==> src/rtl/pdm_spk_pkg.sv <==
package pdm_spk_pkg;
  localparam int unsigned SMP_W      = 24;
  localparam int unsigned GUARD_W    = 4;
  localparam int unsigned OSR_BASE_L = 5;
  localparam int unsigned OSR_CODE_W = 2;
  localparam int unsigned TICK_W     = OSR_BASE_L + (1 << OSR_CODE_W) - 1;

  typedef enum logic [1:0] {
    CH_NONE  = 2'd0,
    CH_LEFT  = 2'd1,
    CH_RIGHT = 2'd2,
    CH_BOTH  = 2'd3
  } ch_sel_e;

  function automatic logic [TICK_W-1:0] osr_last(input logic [OSR_CODE_W-1:0] code);
    logic [TICK_W:0] n;
    n = ({{TICK_W{1'b0}}, 1'b1} << (OSR_BASE_L + code));
    return n[TICK_W-1:0] - 1'b1;
  endfunction
endpackage

==> src/rtl/pdm_spk_timing.sv <==
module pdm_spk_timing
  import pdm_spk_pkg::*;
(
  input  logic                  clk_i,
  input  logic                  rst_ni,
  input  logic                  run_i,
  input  logic [OSR_CODE_W-1:0] osr_sel_i,
  output logic [1:0]            phase_o,
  output logic                  step_o,
  output logic                  frame_o
);
  logic [1:0]        ph_q;
  logic [TICK_W-1:0] tick_q;

  assign step_o  = run_i && (ph_q == 2'd3);
  assign frame_o = run_i && (ph_q == 2'd0) && (tick_q == '0);
  assign phase_o = ph_q;

  always_ff @(posedge clk_i or negedge rst_ni) begin
    if (!rst_ni) begin
      ph_q   <= '0;
      tick_q <= '0;
    end else if (!run_i) begin
      ph_q   <= '0;
      tick_q <= '0;
    end else begin
      ph_q <= ph_q + 2'd1;
      if (step_o) begin
        if (tick_q >= osr_last(osr_sel_i)) tick_q <= '0;
        else                               tick_q <= tick_q + 1'b1;
      end
    end
  end
endmodule

==> src/rtl/pdm_spk_dsm.sv <==
module pdm_spk_dsm #(
  parameter int unsigned DW = 24,
  parameter int unsigned GW = 4
) (
  input  logic          clk_i,
  input  logic          rst_ni,
  input  logic          clr_i,
  input  logic          step_i,
  input  logic [DW-1:0] smp_i,
  output logic          bit_o
);
  localparam int unsigned IW = DW + GW;
  localparam int unsigned XW = IW + 2;
  localparam logic signed [XW-1:0] FS   = XW'(1) <<< (DW - 1);
  localparam logic signed [XW-1:0] MAXV = (XW'(1) <<< (IW - 1)) - XW'(1);
  localparam logic signed [XW-1:0] MINV = -(XW'(1) <<< (IW - 1));

  logic signed [IW-1:0] s1_q, s2_q, s1_n, s2_n;
  logic signed [XW-1:0] x_e, fb_e, s1_w, s2_w;
  logic                 bit_q;

  function automatic logic signed [IW-1:0] sat(input logic signed [XW-1:0] v);
    if (v > MAXV)      return MAXV[IW-1:0];
    else if (v < MINV) return MINV[IW-1:0];
    else               return v[IW-1:0];
  endfunction

  always_comb begin
    x_e  = {{(XW-DW){smp_i[DW-1]}}, smp_i};
    fb_e = bit_q ? FS : -FS;
    s1_w = {{2{s1_q[IW-1]}}, s1_q} + x_e - fb_e;
    s1_n = sat(s1_w);
    s2_w = {{2{s2_q[IW-1]}}, s2_q} + {{2{s1_n[IW-1]}}, s1_n} - fb_e;
    s2_n = sat(s2_w);
  end

  always_ff @(posedge clk_i or negedge rst_ni) begin
    if (!rst_ni) begin
      s1_q  <= '0;
      s2_q  <= '0;
      bit_q <= 1'b0;
    end else if (clr_i) begin
      s1_q  <= '0;
      s2_q  <= '0;
      bit_q <= 1'b0;
    end else if (step_i) begin
      s1_q  <= s1_n;
      s2_q  <= s2_n;
      bit_q <= !s2_n[IW-1];
    end
  end

  assign bit_o = bit_q;
endmodule

==> src/rtl/pdm_spk_slot.sv <==
module pdm_spk_slot
  import pdm_spk_pkg::*;
(
  input  logic       run_i,
  input  logic [1:0] phase_i,
  input  logic       lr_pol_i,
  input  ch_sel_e    ch_sel_i,
  input  logic       bit_l_i,
  input  logic       bit_r_i,
  output logic       pdm_clk_o,
  output logic       pdm_dat_o
);
  logic first_half, left_slot, l_act, r_act;

  always_comb begin
    first_half = !phase_i[1];
    left_slot  = first_half ^ lr_pol_i;
    l_act      = (ch_sel_i == CH_LEFT)  || (ch_sel_i == CH_BOTH);
    r_act      = (ch_sel_i == CH_RIGHT) || (ch_sel_i == CH_BOTH);
    pdm_clk_o  = run_i && first_half;
    pdm_dat_o  = run_i && (left_slot ? (bit_l_i && l_act) : (bit_r_i && r_act));
  end
endmodule

==> src/rtl/pdm_spk_mod.sv <==
module pdm_spk_mod
  import pdm_spk_pkg::*;
(
  input  logic                  clk_i,
  input  logic                  rst_ni,
  input  logic                  en_i,
  input  logic [OSR_CODE_W-1:0] osr_sel_i,
  input  logic [1:0]            ch_sel_i,
  input  logic                  lr_pol_i,
  input  logic                  smp_valid_i,
  output logic                  smp_ready_o,
  input  logic [SMP_W-1:0]      smp_left_i,
  input  logic [SMP_W-1:0]      smp_right_i,
  output logic                  pdm_clk_o,
  output logic                  pdm_dat_o
);
  localparam int unsigned NCH = 2;

  logic             run_q;
  logic [1:0]       phase;
  logic             step, frame;
  logic [SMP_W-1:0] hold_q [NCH];
  logic [SMP_W-1:0] smp_in [NCH];
  logic [NCH-1:0]   bits;

  assign smp_in[0] = smp_left_i;
  assign smp_in[1] = smp_right_i;

  always_ff @(posedge clk_i or negedge rst_ni) begin
    if (!rst_ni) run_q <= 1'b0;
    else         run_q <= en_i;
  end

  pdm_spk_timing u_timing (
    .clk_i     (clk_i),
    .rst_ni    (rst_ni),
    .run_i     (run_q),
    .osr_sel_i (osr_sel_i),
    .phase_o   (phase),
    .step_o    (step),
    .frame_o   (frame)
  );

  assign smp_ready_o = frame;

  for (genvar c = 0; c < NCH; c++) begin : g_ch
    always_ff @(posedge clk_i or negedge rst_ni) begin
      if (!rst_ni)                    hold_q[c] <= '0;
      else if (!run_q)                hold_q[c] <= '0;
      else if (frame && smp_valid_i)  hold_q[c] <= smp_in[c];
    end

    pdm_spk_dsm #(.DW(SMP_W), .GW(GUARD_W)) u_dsm (
      .clk_i  (clk_i),
      .rst_ni (rst_ni),
      .clr_i  (!run_q),
      .step_i (step),
      .smp_i  (hold_q[c]),
      .bit_o  (bits[c])
    );
  end

  pdm_spk_slot u_slot (
    .run_i     (run_q),
    .phase_i   (phase),
    .lr_pol_i  (lr_pol_i),
    .ch_sel_i  (ch_sel_e'(ch_sel_i)),
    .bit_l_i   (bits[0]),
    .bit_r_i   (bits[1]),
    .pdm_clk_o (pdm_clk_o),
    .pdm_dat_o (pdm_dat_o)
  );
endmodule

==> config.mk <==
export PLATFORM = sky130hd
export DESIGN_NAME = pdm_spk_mod
export DESIGN_NICKNAME = d
export VERILOG_FILES = /design/src/rtl/pdm_spk_pkg.sv /design/src/rtl/pdm_spk_timing.sv /design/src/rtl/pdm_spk_dsm.sv /design/src/rtl/pdm_spk_slot.sv /design/src/rtl/pdm_spk_mod.sv
export SDC_FILE = /design/constraint.sdc
export NUM_CORES = 1
export LEC_CHECK = 0
export ABC_AREA = 1
export BUFFER_PORTS_ARGS = -buffer_cell sky130_fd_sc_hd__buf_2
export CAP_MARGIN = 20
export CORE_ASPECT_RATIO = 0.5
export CORE_MARGIN = 3
export CORE_UTILIZATION = 55
export CTS_CLUSTER_SIZE = 40
export DETAILED_ROUTE_END_ITERATION = 8
export PLACE_DENSITY_LB_ADDON = 0.08
export SKIP_CTS_REPAIR_TIMING = 1
export SLEW_MARGIN = 10
export SYNTH_ARGS = -nofsm -noshare
export SYNTH_HDL_FRONTEND = slang
export SYNTH_HIERARCHICAL = 1
export SYNTH_SLANG_ARGS = --single-unit
export TNS_END_PERCENT = 10
==> constraint.sdc <==
create_clock -name clk_i -period 7.8 [get_ports clk_i]
set_input_delay 1.56 -clock clk_i [delete_from_list [all_inputs] [get_ports clk_i]]
set_output_delay 1.56 -clock clk_i [all_outputs]
set_load 0.005 [all_outputs]
# After elaboration in Yosys (flattened, before gate mapping)
# Index checks and enable logic that the tools add are counted.
[op_classes] muxes=31 n_lt_le_gt_ge=9 addsub=12 shifts=1 n_eq_ne=6 n_bitwise=1 reduce_logical=15
[op_table] operator="28-bit two-way mux" n=16
[op_table] operator="30-bit by 28-bit greater-than comparator with 1-bit output, second input constant" n=4
[op_table] operator="30-bit by 28-bit < comparator with 1-bit output, second input constant" n=4
[op_table] operator="30-bit subtractor" n=4
[op_table] operator="24-bit two-way mux" n=4
[op_table] operator="30-bit two-way mux" n=2
[op_table] operator="28-bit by 24-bit adder with 29-bit output" n=2
[op_table] operator="28-bit by 28-bit adder with 29-bit output" n=2
[op_table] operator="1-bit by 32-bit left shift with 8-bit output, first input constant" n=1
[op_table] operator="8-bit two-way mux" n=3
[op_table] operator="8-bit by 1-bit adder with 8-bit output, second input constant" n=1
[op_table] operator="8-bit greater-or-equal comparator" n=1
[op_table] operator="1-bit logical AND" n=8
[op_table] operator="8-bit zero test" n=1
[op_table] operator="8-bit by 1-bit subtractor with 8-bit output, second input constant" n=1
[op_table] operator="2-bit equality test, second input constant" n=3
[op_table] operator="1-bit two-way mux" n=5
[op_table] operator="3-bit by 2-bit adder with 4-bit output, first input constant" n=1
[op_table] operator="2-bit by 1-bit inequality test with 1-bit output, second input constant" n=2
[op_table] operator="1-bit zero test" n=3
[op_table] operator="2-bit by 1-bit adder with 2-bit output, second input constant" n=1
[op_table] operator="2-bit by 1-bit equality test with 1-bit output, second input constant" n=1
[op_table] operator="2-bit zero test" n=1
[op_table] operator="1-bit logical OR" n=2
[op_table] operator="other kinds (2)" n=2
[totals] input_bits=57 out_inout_bits=3 regBits=173 word_cells=86

# Longest topological paths before layout
# Gate-level depths: netlist (run 1).
[depth] ltp_word=13 ltp_mapped=50 depth_no_buf=47

# Hierarchy
# The synthesis (run 1) kept the hierarchy.
[by_module_without_submodules] module="pdm_spk_dsm (g_ch[0].u_dsm)" cells_per_inst=895 n_inst=1 seq_area_each_um2=1426.4 area_per_inst_um2=6164.7
[by_module_without_submodules] module="pdm_spk_dsm (g_ch[1].u_dsm)" cells_per_inst=915 n_inst=1 seq_area_each_um2=1426.4 area_per_inst_um2=6107.1
[by_module_without_submodules] module="pdm_spk_mod" cells_per_inst=313 n_inst=1 seq_area_each_um2=1226.2 area_per_inst_um2=2366.0
[by_module_without_submodules] module="pdm_spk_timing" cells_per_inst=102 n_inst=1 seq_area_each_um2=250.2 area_per_inst_um2=794.5
[by_module_without_submodules] module="pdm_spk_slot" cells_per_inst=13 n_inst=1 seq_area_each_um2=0.0 area_per_inst_um2=53.8

# Least setup slack after synthesis (run 1)
# OpenSTA, ideal clock, no wires.
[synth_timing] path_kind="flip-flop to flip-flop" startpoint="register hold_q[11] (netlist bit)" endpoint="register g_ch[1].u_dsm.s2_q[11]" path_stages_with_launch=47 setup_time_ns=0.077 arrival_time_ns=6.245 n_path_buf=3 synth_period_minus_slack_ns=6.321 setup_slack_ns=1.479 required_ns=7.723 cell_sequence="dfrtp_1 -> ha_1 -> a21oi_1 -> o21ai_0 -> a21oi_1 -> nand3_1 -> a21oi_1 -> o21ai_0 -> nand2_1 -> nand2_1 -> xor2_1 -> ha_1 -> inv_1 -> nor3_1 -> nand3_2 -> nand2_1 -> nand2_1 -> nand2_1 -> [... 11 more ...] -> nand3_1 -> nand3_1 -> nand2_1 -> nand3_1 -> a21oi_1 -> xor2_1 -> ha_1 -> nand3_1 -> nand2_1 -> nand2_1 -> a22oi_1 -> inv_1 -> nor2_1 -> nand2_4 -> inv_6 -> buf_6 -> nor2_1 -> o21ai_1"
[synth_via] elab_chain_cells=12 word_cells_on_any_way=14 classes_between="add/sub: 4; order compare: 4; mux: 6"
[synth_rtl] item="from (decl)" line="pdm_spk_mod.sv:22" rtl="logic [SMP_W-1:0] hold_q [NCH];"
[synth_rtl] item="from (signal, indexed assignment)" line="pdm_spk_mod.sv:50" rtl="else if (frame && smp_valid_i) hold_q[c] <= smp_in[c];"
[synth_rtl] item="28-bit by 24-bit adder with 29-bit output (*)" line="pdm_spk_dsm.sv:31" rtl="s1_w = {{2{s1_q[IW-1]}}, s1_q} + x_e - fb_e;"
[synth_rtl] item="30-bit subtractor (*)" line="pdm_spk_dsm.sv:31"
[synth_rtl] item="30-bit by 28-bit < comparator with 1-bit output" line="pdm_spk_dsm.sv:24" rtl="else if (v < MINV) return MINV[IW-1:0];"
[synth_rtl] item="28-bit two-way mux" line="pdm_spk_dsm.sv:24"
[synth_rtl] item="28-bit two-way mux (*)" line="pdm_spk_dsm.sv:23" rtl="if (v > MAXV) return MAXV[IW-1:0];"
[synth_rtl] item="28-bit by 28-bit adder with 29-bit output (*)" line="pdm_spk_dsm.sv:33" rtl="s2_w = {{2{s2_q[IW-1]}}, s2_q} + {{2{s1_n[IW-1]}}, s1_n} - fb_e;"
[synth_rtl] item="30-bit subtractor (*)" line="pdm_spk_dsm.sv:33"
[synth_rtl] item="30-bit by 28-bit < comparator with 1-bit output" line="pdm_spk_dsm.sv:24"
[synth_rtl] item="28-bit two-way mux" line="pdm_spk_dsm.sv:24"
[synth_rtl] item="28-bit two-way mux (*)" line="pdm_spk_dsm.sv:23"
[synth_rtl] item="28-bit two-way mux (*)" line="pdm_spk_dsm.sv:46" rtl="end else if (step_i) begin"
[synth_rtl] item="28-bit two-way mux (*)" line="pdm_spk_dsm.sv:42" rtl="end else if (clr_i) begin"
[synth_rtl] item="to (signal assigned)" line="pdm_spk_dsm.sv:48" rtl="s2_q <= s2_n;"
[synth_rtl] item="to (decl)" line="pdm_spk_dsm.sv:18" rtl="logic signed [IW-1:0] s1_q, s2_q, s1_n, s2_n;"
# Mark *: on every way between the ends. The rest lies on a longest branch, timed or not. The select of a mux whose other input is x is not followed.
# A chain may end at the register's enable or synchronous reset.

# Final worst setup path (run 1)
[layout_timing] startpoint="register hold_q[35] (netlist bit)" endpoint="register g_ch[0].u_dsm.s2_q[18]"
[layout_via] elab_chain_cells=12 word_cells_on_any_way=14 classes_between="add/sub: 4; order compare: 4; mux: 6"
[layout_rtl] item="28-bit by 24-bit adder with 29-bit output (*)" line="pdm_spk_dsm.sv:31"
[layout_rtl] item="30-bit subtractor (*)" line="pdm_spk_dsm.sv:31"
[layout_rtl] item="30-bit by 28-bit < comparator with 1-bit output" line="pdm_spk_dsm.sv:24"
[layout_rtl] item="28-bit two-way mux" line="pdm_spk_dsm.sv:24"
[layout_rtl] item="28-bit two-way mux (*)" line="pdm_spk_dsm.sv:23"
[layout_rtl] item="28-bit by 28-bit adder with 29-bit output (*)" line="pdm_spk_dsm.sv:33"
[layout_rtl] item="30-bit subtractor (*)" line="pdm_spk_dsm.sv:33"
[layout_rtl] item="30-bit by 28-bit < comparator with 1-bit output" line="pdm_spk_dsm.sv:24"
[layout_rtl] item="28-bit two-way mux" line="pdm_spk_dsm.sv:24"
[layout_rtl] item="28-bit two-way mux (*)" line="pdm_spk_dsm.sv:23"
[layout_rtl] item="28-bit two-way mux (*)" line="pdm_spk_dsm.sv:46"
[layout_rtl] item="28-bit two-way mux (*)" line="pdm_spk_dsm.sv:42"
[layout_rtl] item="to (signal assigned)" line="pdm_spk_dsm.sv:48"
[layout_rtl] item="to (decl)" line="pdm_spk_dsm.sv:18"
# Marks and branches as above.

==> summary.md, run 1 <==
| Metric | Value |
|---|---|
| Run status | completed |
| Root Buffer | clkbuf_16 |
| Slew HR | 0.347 |
| Clk network pwr share | 0.353 |
| Slew at the pin with the worst max-slew slack | 0.980 ns |
| Routed vias/inst | 5.22 |
| Maximum VDD drop | 0.165 mV |
| PnR Total Power | 2.60 mW |
| Crit. End Element | flop |
| Die height | 125 um |
| Synth top area cells | dfrtp_1, nand2_1, ha_1 |
| Slowest-stage cell, CP | dfrtp_1 |
| Clk_skew | 0.00881 ns |
| Mean Syn Cell Area | 6.92 sq um |
| CP Max Fanout | 27 |
| Worst Hold Class | reg2reg |
| Die area | 0.0303 sq mm |
| Synth cell types | 47 |
| Chip Width | 243 um |
| Cell mode on critical path | nand2_1 |
| Placer Congestion | 0.949 |
| Nets | 2494 |
| Final Max Slew Viols | 0 |
| Flop pwr share | 0.369 |
| # setup viols final | 0 |
| Worst setup SP type | flop |
| Via Count | 13.9k |
| Syn. warnings | 6 |
| Cell-internal power | 1.71 mW |
| Gr ovfl total | 0 |
| DR iter-0 viols | 836 |
| Clk buf depth | 2 |
| Reg2reg setup slack | 0.73 ns |
| Mapped Cells | 2238 |
| Top_reg_cell synth | dfrtp_1 |
| Yosys top cell by area | dfrtp_1 |
| Sw power | 0.887 mW |
| Synth top area share | 0.280 |
| RSZ-0062 raised after global routing | false |
| Crit-path max cell delay | 0.40 ns |
| Final Hold Fails | 0 |
| Cells after DPL | 2636 |
| Layout Cells excl Fill | 2669 |
| Fmax | 141 MHz |
| Most frequent cells in the layout | nand2_1, inv_1, dfrtp_1 |
| H-tree depth | 4 |
| GRT Util Overall | 0.255 |
| Post-detail-place hpwl | 28800 um |
| Vias in the first global route | 13.3k |
| Comb power frac | 0.279 |
| DR WL/cell | 14.2 um |
| Antenna Nets Post-Route | 0 |
| Most common cell after layout, fill and taps aside | nand2_1 |
| Remaining DRCs | 0 |
| Leak Pwr | 9.88 nW |
| Final period utilization | 0.907 |
| Starting Density | 0.572 |
| Clock transition at the registers of the reported paths | 0.07 ns |
| Largest net degree at the start of global routing | 87 |
| Cell area after synthesis | 0.0155 sq mm |
| Seq/Total Area, Yosys | 0.280 |
| # IOs | 60 |
| Synth Register Bits | 173 |
| Initial antenna violation count | 1 |
| Critical path data required time | 8.13 ns |
| CTS tree | yes |
| Share of cells above drive strength 1 | 0.0994 |
| Tmin final | 7.07 ns |
| # Max-Cap Violations | 0 |
| Total negative slack | 0 ns |
| Post-synth EDFFs | 0 |
| DRT Pass-1 Iters | 5 |
| Row Count | 42 |
| CTS Buf Count | 17 |
| Fraction of registers with async set or reset after synthesis | 1.00 |
| Core area | 0.0271 sq mm |
| CP arrival | 7.40 ns |
| Switching share of total power | 0.341 |
| Clock sinks | 173 |
| WL final | 37800 um |
| Power per cell area | 156 mW/mm^2 |
| Clock Latency Late Sink | 0.45 ns |
| WS Path Type | reg2reg |
| First-pass GRT wire length | 64200 um |
| IO Port Bufs | 59 |
| Synth-to-layout area growth | 7.76% |
-- metal layers --
layer	wire length (um)	vias to the layer above	track usage
li1	-	7276	-
met3	1520	50	0.0329
met4	695	0	0.0698
met1	18600	6345	0.360
met2	17000	250	0.415
met5	0	-	0
-- Yosys cell counts (2+ instances only) --
library cell	count
nand2_1	768
inv_1	249
dfrtp_1	173
nand3_1	153
nor2_1	149
ha_1	148
a21oi_1	123
xor2_1	67
nand2_2	60
o21ai_0	57
xnor2_1	43
nor3_1	26
a31oi_1	21
nand2_4	17
o21ai_1	16
a21o_1	15
buf_4	14
o21bai_1	14
buf_6	13
a22oi_1	11
clkbuf_1	11
nand4_1	11
buf_2	10
nand3_2	10
nor2_2	10
fa_1	8
o21bai_2	5
o21a_1	4
and2_1	3
nand3b_1	3
nor4_1	3
a21boi_0	2
buf_12	2
buf_8	2
inv_2	2
nor2_4	2
o211ai_1	2
or2_0	2
-- logic make-up after synthesis --
logic type               after synthesis  synth area share
AO/OA/AOI/OAI                        275             0.102
XOR/XNOR                             110            0.0622
adder cells (fa/ha/maj)              156             0.130
buffers and inverters                306            0.0886
flip-flops                           173             0.280
other                                  1          0.000242
AND/OR/NAND/NOR                     1217             0.338
-- final cells by class --
class / instances / area, sq um
fillers: 2643 / 10400
multi-input cells: 1760 / 9860
inverters: 253 / 955
clock inverters: 12 / 161
well taps: 374 / 468
diodes: 1 / 2.50
flip-flops and latches: 173 / 4330
clock buffers: 20 / 467
repair buffers: 76 / 437
-- sequential cells by signal, summed over array words and instances (netlist names) --
name              count
hold_q               48
g_ch.u_dsm/bit_o      2
g_ch.u_dsm/s2_q      56
u_timing/phase_o      2
run_q                 1
u_timing/tick_q       8
g_ch.u_dsm/s1_q      56
-- final timing paths --
path                                startpoint                endpoint  depth (start not counted)
setup / recovery                    hold_q[35]  g_ch[0].u_dsm/s2_q[18]                         41
hold / removal             u_timing/phase_o[0]     u_timing/phase_o[0]                          1
setup reg to reg                    hold_q[35]  g_ch[0].u_dsm/s2_q[18]                         41
hold reg to reg            u_timing/phase_o[0]     u_timing/phase_o[0]                          1
max in group asynchronous               rst_ni                   run_q                          2
min in group asynchronous               rst_ni  g_ch[0].u_dsm/s2_q[26]                          1
-- metrics by stage --
| step | util | setup WS, ns | instance area (sq um) | hold slack (ns) |
|---|---|---|---|---|
| finish | 0.617 | 0.726 | 16700 | 0.464 |
| global route | 0.617 | 0.0129 | 16700 | 0.505 |
| CTS | 0.614 | 0.130 | 16600 | 0.465 |
| detailed placement | 0.591 | 0.183 | 16000 | 0.456 |
| global placement | 0.591 | 0.130 | 16000 | 0.449 |
| floorplan | - | 1.48 | 15500 | 0.430 |
-- critical path, delay by kind of cell, from the launching register on --
kind,cells,cell delay (ns)
buffers and inverters,3,0.35
xor gates and xnor gates,2,0.29
and+or+nand+nor,23,2.57
DFF,1,0.40
AOI/OAI and AO/OA,9,1.89
adders and majority gates,4,1.42
-- power by group through the flow --
stage               Clock [mW]  Combinational [mW]  Sequential, mW
floorplan                    0               0.554           0.964
global placement             0               0.707           0.974
detailed placement           0               0.711           0.974
CTS                      0.936               0.717           0.958
global route             0.973               0.818           0.962
finish                   0.917               0.724           0.958
Power figures use the tool's default switching activity.
==> inputs of run 2 (changes only) <==
--- a/config.mk
+++ b/config.mk
@@ -9,7 +9,7 @@
 export BUFFER_PORTS_ARGS = -buffer_cell sky130_fd_sc_hd__buf_2
 export CAP_MARGIN = 20
 export CORE_ASPECT_RATIO = 0.5
-export CORE_MARGIN = 3
+export CORE_MARGIN = 4
 export CORE_UTILIZATION = 55
 export CTS_CLUSTER_SIZE = 40
 export DETAILED_ROUTE_END_ITERATION = 8
==> run 2 against run 1 <==
Against the previous run: critical path depth unchanged; clock power increased by 6.7%; first-iteration DRC count increased by 5.0%; register-to-register slack got worse by 0.17 ns; sequential cell count unchanged; final cell count increased by 0.19%; non-clock buffer count decreased by 2; highest routed layer unchanged; worst hold slack improved by 0.015 ns.
==> summary.md, run 2 (synthesized netlist as in run 1, its figures left out) <==
| Metric | Value |
|---|---|
| CTS tree | yes |
| H-tree depth | 4 (unchanged) |
| Vias in the first global route | 13.5k (+1.1%) |
| Starting Density | 0.559 (-0.0133) |
| Final Max Slew Viols | 0 (unchanged) |
| Slew HR | 0.312 (-0.0345) |
| Most common cell after layout, fill and taps aside | nand2_1 |
| Top flop regs | g_ch.u_dsm/s1_q x56, g_ch.u_dsm/s2_q x56, hold_q x48 |
| CP arrival | 7.56 ns (+0.16 ns) |
| Worst Hold Class | reg2reg |
| DRT Pass-1 Iters | 5 (unchanged) |
| Worst hold slack | 0.479 ns (+0.0152 ns) |
| Chip Width | 245 um (+0.82%) |
| Synth-to-layout area growth | 7.92% |
| Post-detail-place hpwl | 30200 um (+4.7%) |
| Initial antenna violation count | 0 (-1) |
| Cell-internal power | 1.75 mW (+2.5%) |
| Routed vias/inst | 5.19 (-0.43%) |
| Fmax | 138 MHz (-2.3%) |
| Switching share of total power | 0.344 (+0.00214) |
| # IOs | 60 (unchanged) |
| Clock Latency Late Sink | 0.46 ns (about the same) |
| Core area | 0.0277 sq mm (+2.4%) |
| Slew at the pin with the worst max-slew slack | 1.03 ns (+0.0481 ns) |
| Root Buffer | clkbuf_16 |
| Crit-path max cell delay | 0.40 ns (about the same) |
| CP Max Fanout | 27 (unchanged) |
| Worst Setup SP | hold_q[35] |
| Sw power | 0.918 mW (+3.5%) |
| Antenna Nets Post-Route | 0 (unchanged) |
| Final Hold Fails | 0 (unchanged) |
| Area of the multi-input gates | 0.00986 sq mm (about the same) |
| Run status | completed |
| Flop pwr share | 0.358 (-0.011) |
| Gr ovfl total | 0 (unchanged) |
| Placer Congestion | 0.915 (-3.5%) |
| FF+latch area | 0.00433 sq mm (unchanged) |
| Comb power frac | 0.276 (-0.003) |
| Clock transition at the registers of the reported paths | 0.07 ns (about the same) |
| # Max-Cap Violations | 0 (unchanged) |
| GRT Util Overall | 0.263 (+0.00797) |
| # setup viols final | 0 (unchanged) |
| First-pass GRT wire length | 66700 um (+4.0%) |
| Nets | 2492 (-0.080%) |
| Clock sinks | 173 (unchanged) |
| R2R Path Start | hold_q[35] |
| Slowest-stage cell, CP | dfrtp_1 |
| Clk buf depth | 2 (unchanged) |
| WL final | 39500 um (+4.5%) |
| Via Count | 13.9k (-0.24%) |
| Die height | 127 um (+1.6%) |
| Worst setup SP type | flop |
| Power per cell area | 160 mW/mm^2 (+2.7%) |
| Leak Pwr | 9.90 nW (+0.23%) |
| Design area | 0.0167 sq mm (+0.15%) |
| Share of cells above drive strength 1 | 0.0982 (-0.00122) |
| # fillers | 2725 (+3.1%) |
| Largest net degree at the start of global routing | 103 (+18%) |
| Row Count | 43 (+2.4%) |
| Critical path data required time | 8.12 ns (about the same) |
| Clk network pwr share | 0.366 (+0.013) |
| Die area | 0.0311 sq mm (+2.4%) |
| Placed Area | 0.0160 sq mm (about the same) |
| IO Port Bufs | 59 (unchanged) |
| DR iter-0 viols | 878 (+5.0%) |
| Tmin final | 7.24 ns (+0.169 ns) |
| WS Path Type | reg2reg |
| Antenna cells | 0 (-1) |
| Cell mode on critical path | nand2_1 |
| RSZ-0062 raised after global routing | true |
| Final period utilization | 0.929 (+0.0217) |
| Crit. End Element | flop |
| CTS Buf Count | 17 (unchanged) |
| DR WL/cell | 14.8 um (+4.3%) |
| Maximum VDD drop | 0.170 mV (+3.2%) |
| Worst Hold Launch | u_timing/phase_o[0] |
| Most frequent cells in the layout | nand2_1, inv_1, dfrtp_1 |
| Remaining DRCs | 0 (unchanged) |
| Clk_skew | 0.00972 ns (+0.000907 ns) |
run 2: layout make-up:
class | instances | share of cell area
multi-input combinational | 1760 | 0.590
sequential | 173 | 0.259
inverter | 253 | 0.0571
tap | 382 | 0.0286
timing repair buffer | 74 | 0.0257
clock buffer | 17 | 0.0255
clock inverter | 15 | 0.0139
run 2: metrics by stage:
stage | util | instances | total power [mW] | setup TNS [ns] | setup slack (ns)
floorplan | - | 2239 | 1.52 | 0 | 1.48
global placement | 0.577 | 2641 | 1.70 | 0 | 0.183
detailed placement | 0.577 | 2641 | 1.70 | 0 | 0.148
CTS | 0.601 | 2673 | 2.69 | 0 | 0.103
global route | 0.603 | 2674 | 2.82 | -0.0892 | -0.0327
finish | 0.603 | 2674 | 2.67 | 0 | 0.557
run 2: worst paths after layout:
| path | end | slack [ns] | depth (start not counted) |
|---|---|---|---|
| max | g_ch[0].u_dsm/s2_q[3] | 0.56 | 41 |
| min | u_timing/phase_o[0] | 0.48 | 1 |
| max reg2reg | g_ch[0].u_dsm/s2_q[3] | 0.56 | 41 |
| min reg2reg | u_timing/phase_o[0] | 0.48 | 1 |
| max in group asynchronous | g_ch[1].u_dsm/s1_q[20] | 5.12 | 2 |
| min in group asynchronous | g_ch[0].u_dsm/s2_q[21] | 1.21 | 1 |
run 2: layer usage:
metal | vias up | wire, um | global-route usage
met5 | - | 0 | 0
met4 | 0 | 751 | 0.0700
met3 | 51 | 1260 | 0.0384
met2 | 209 | 18300 | 0.439
met1 | 6368 | 19200 | 0.362
li1 | 7259 | - | -
run 2: power by group through the flow:
stage / combinational [mW] / sequential [mW] / clock [mW]
after floorplan: 0.554 / 0.964 / 0
after global placement: 0.725 / 0.974 / 0
after detailed placement: 0.726 / 0.974 / 0
after CTS: 0.732 / 0.957 / 0.996
after global routing: 0.829 / 0.961 / 1.03
final: 0.737 / 0.958 / 0.978
run 2: critical path: cells and delay by family, from the launching register on:
| family | cells | cell delay (ns) |
|---|---|---|
| and+or+nand+nor | 22 | 2.60 |
| xor gates and xnor gates | 2 | 0.23 |
| buffers and inverters | 4 | 0.69 |
| DFF | 1 | 0.40 |
| adders and majority gates | 4 | 1.40 |
| AOI/OAI and AO/OA | 9 | 1.76 |
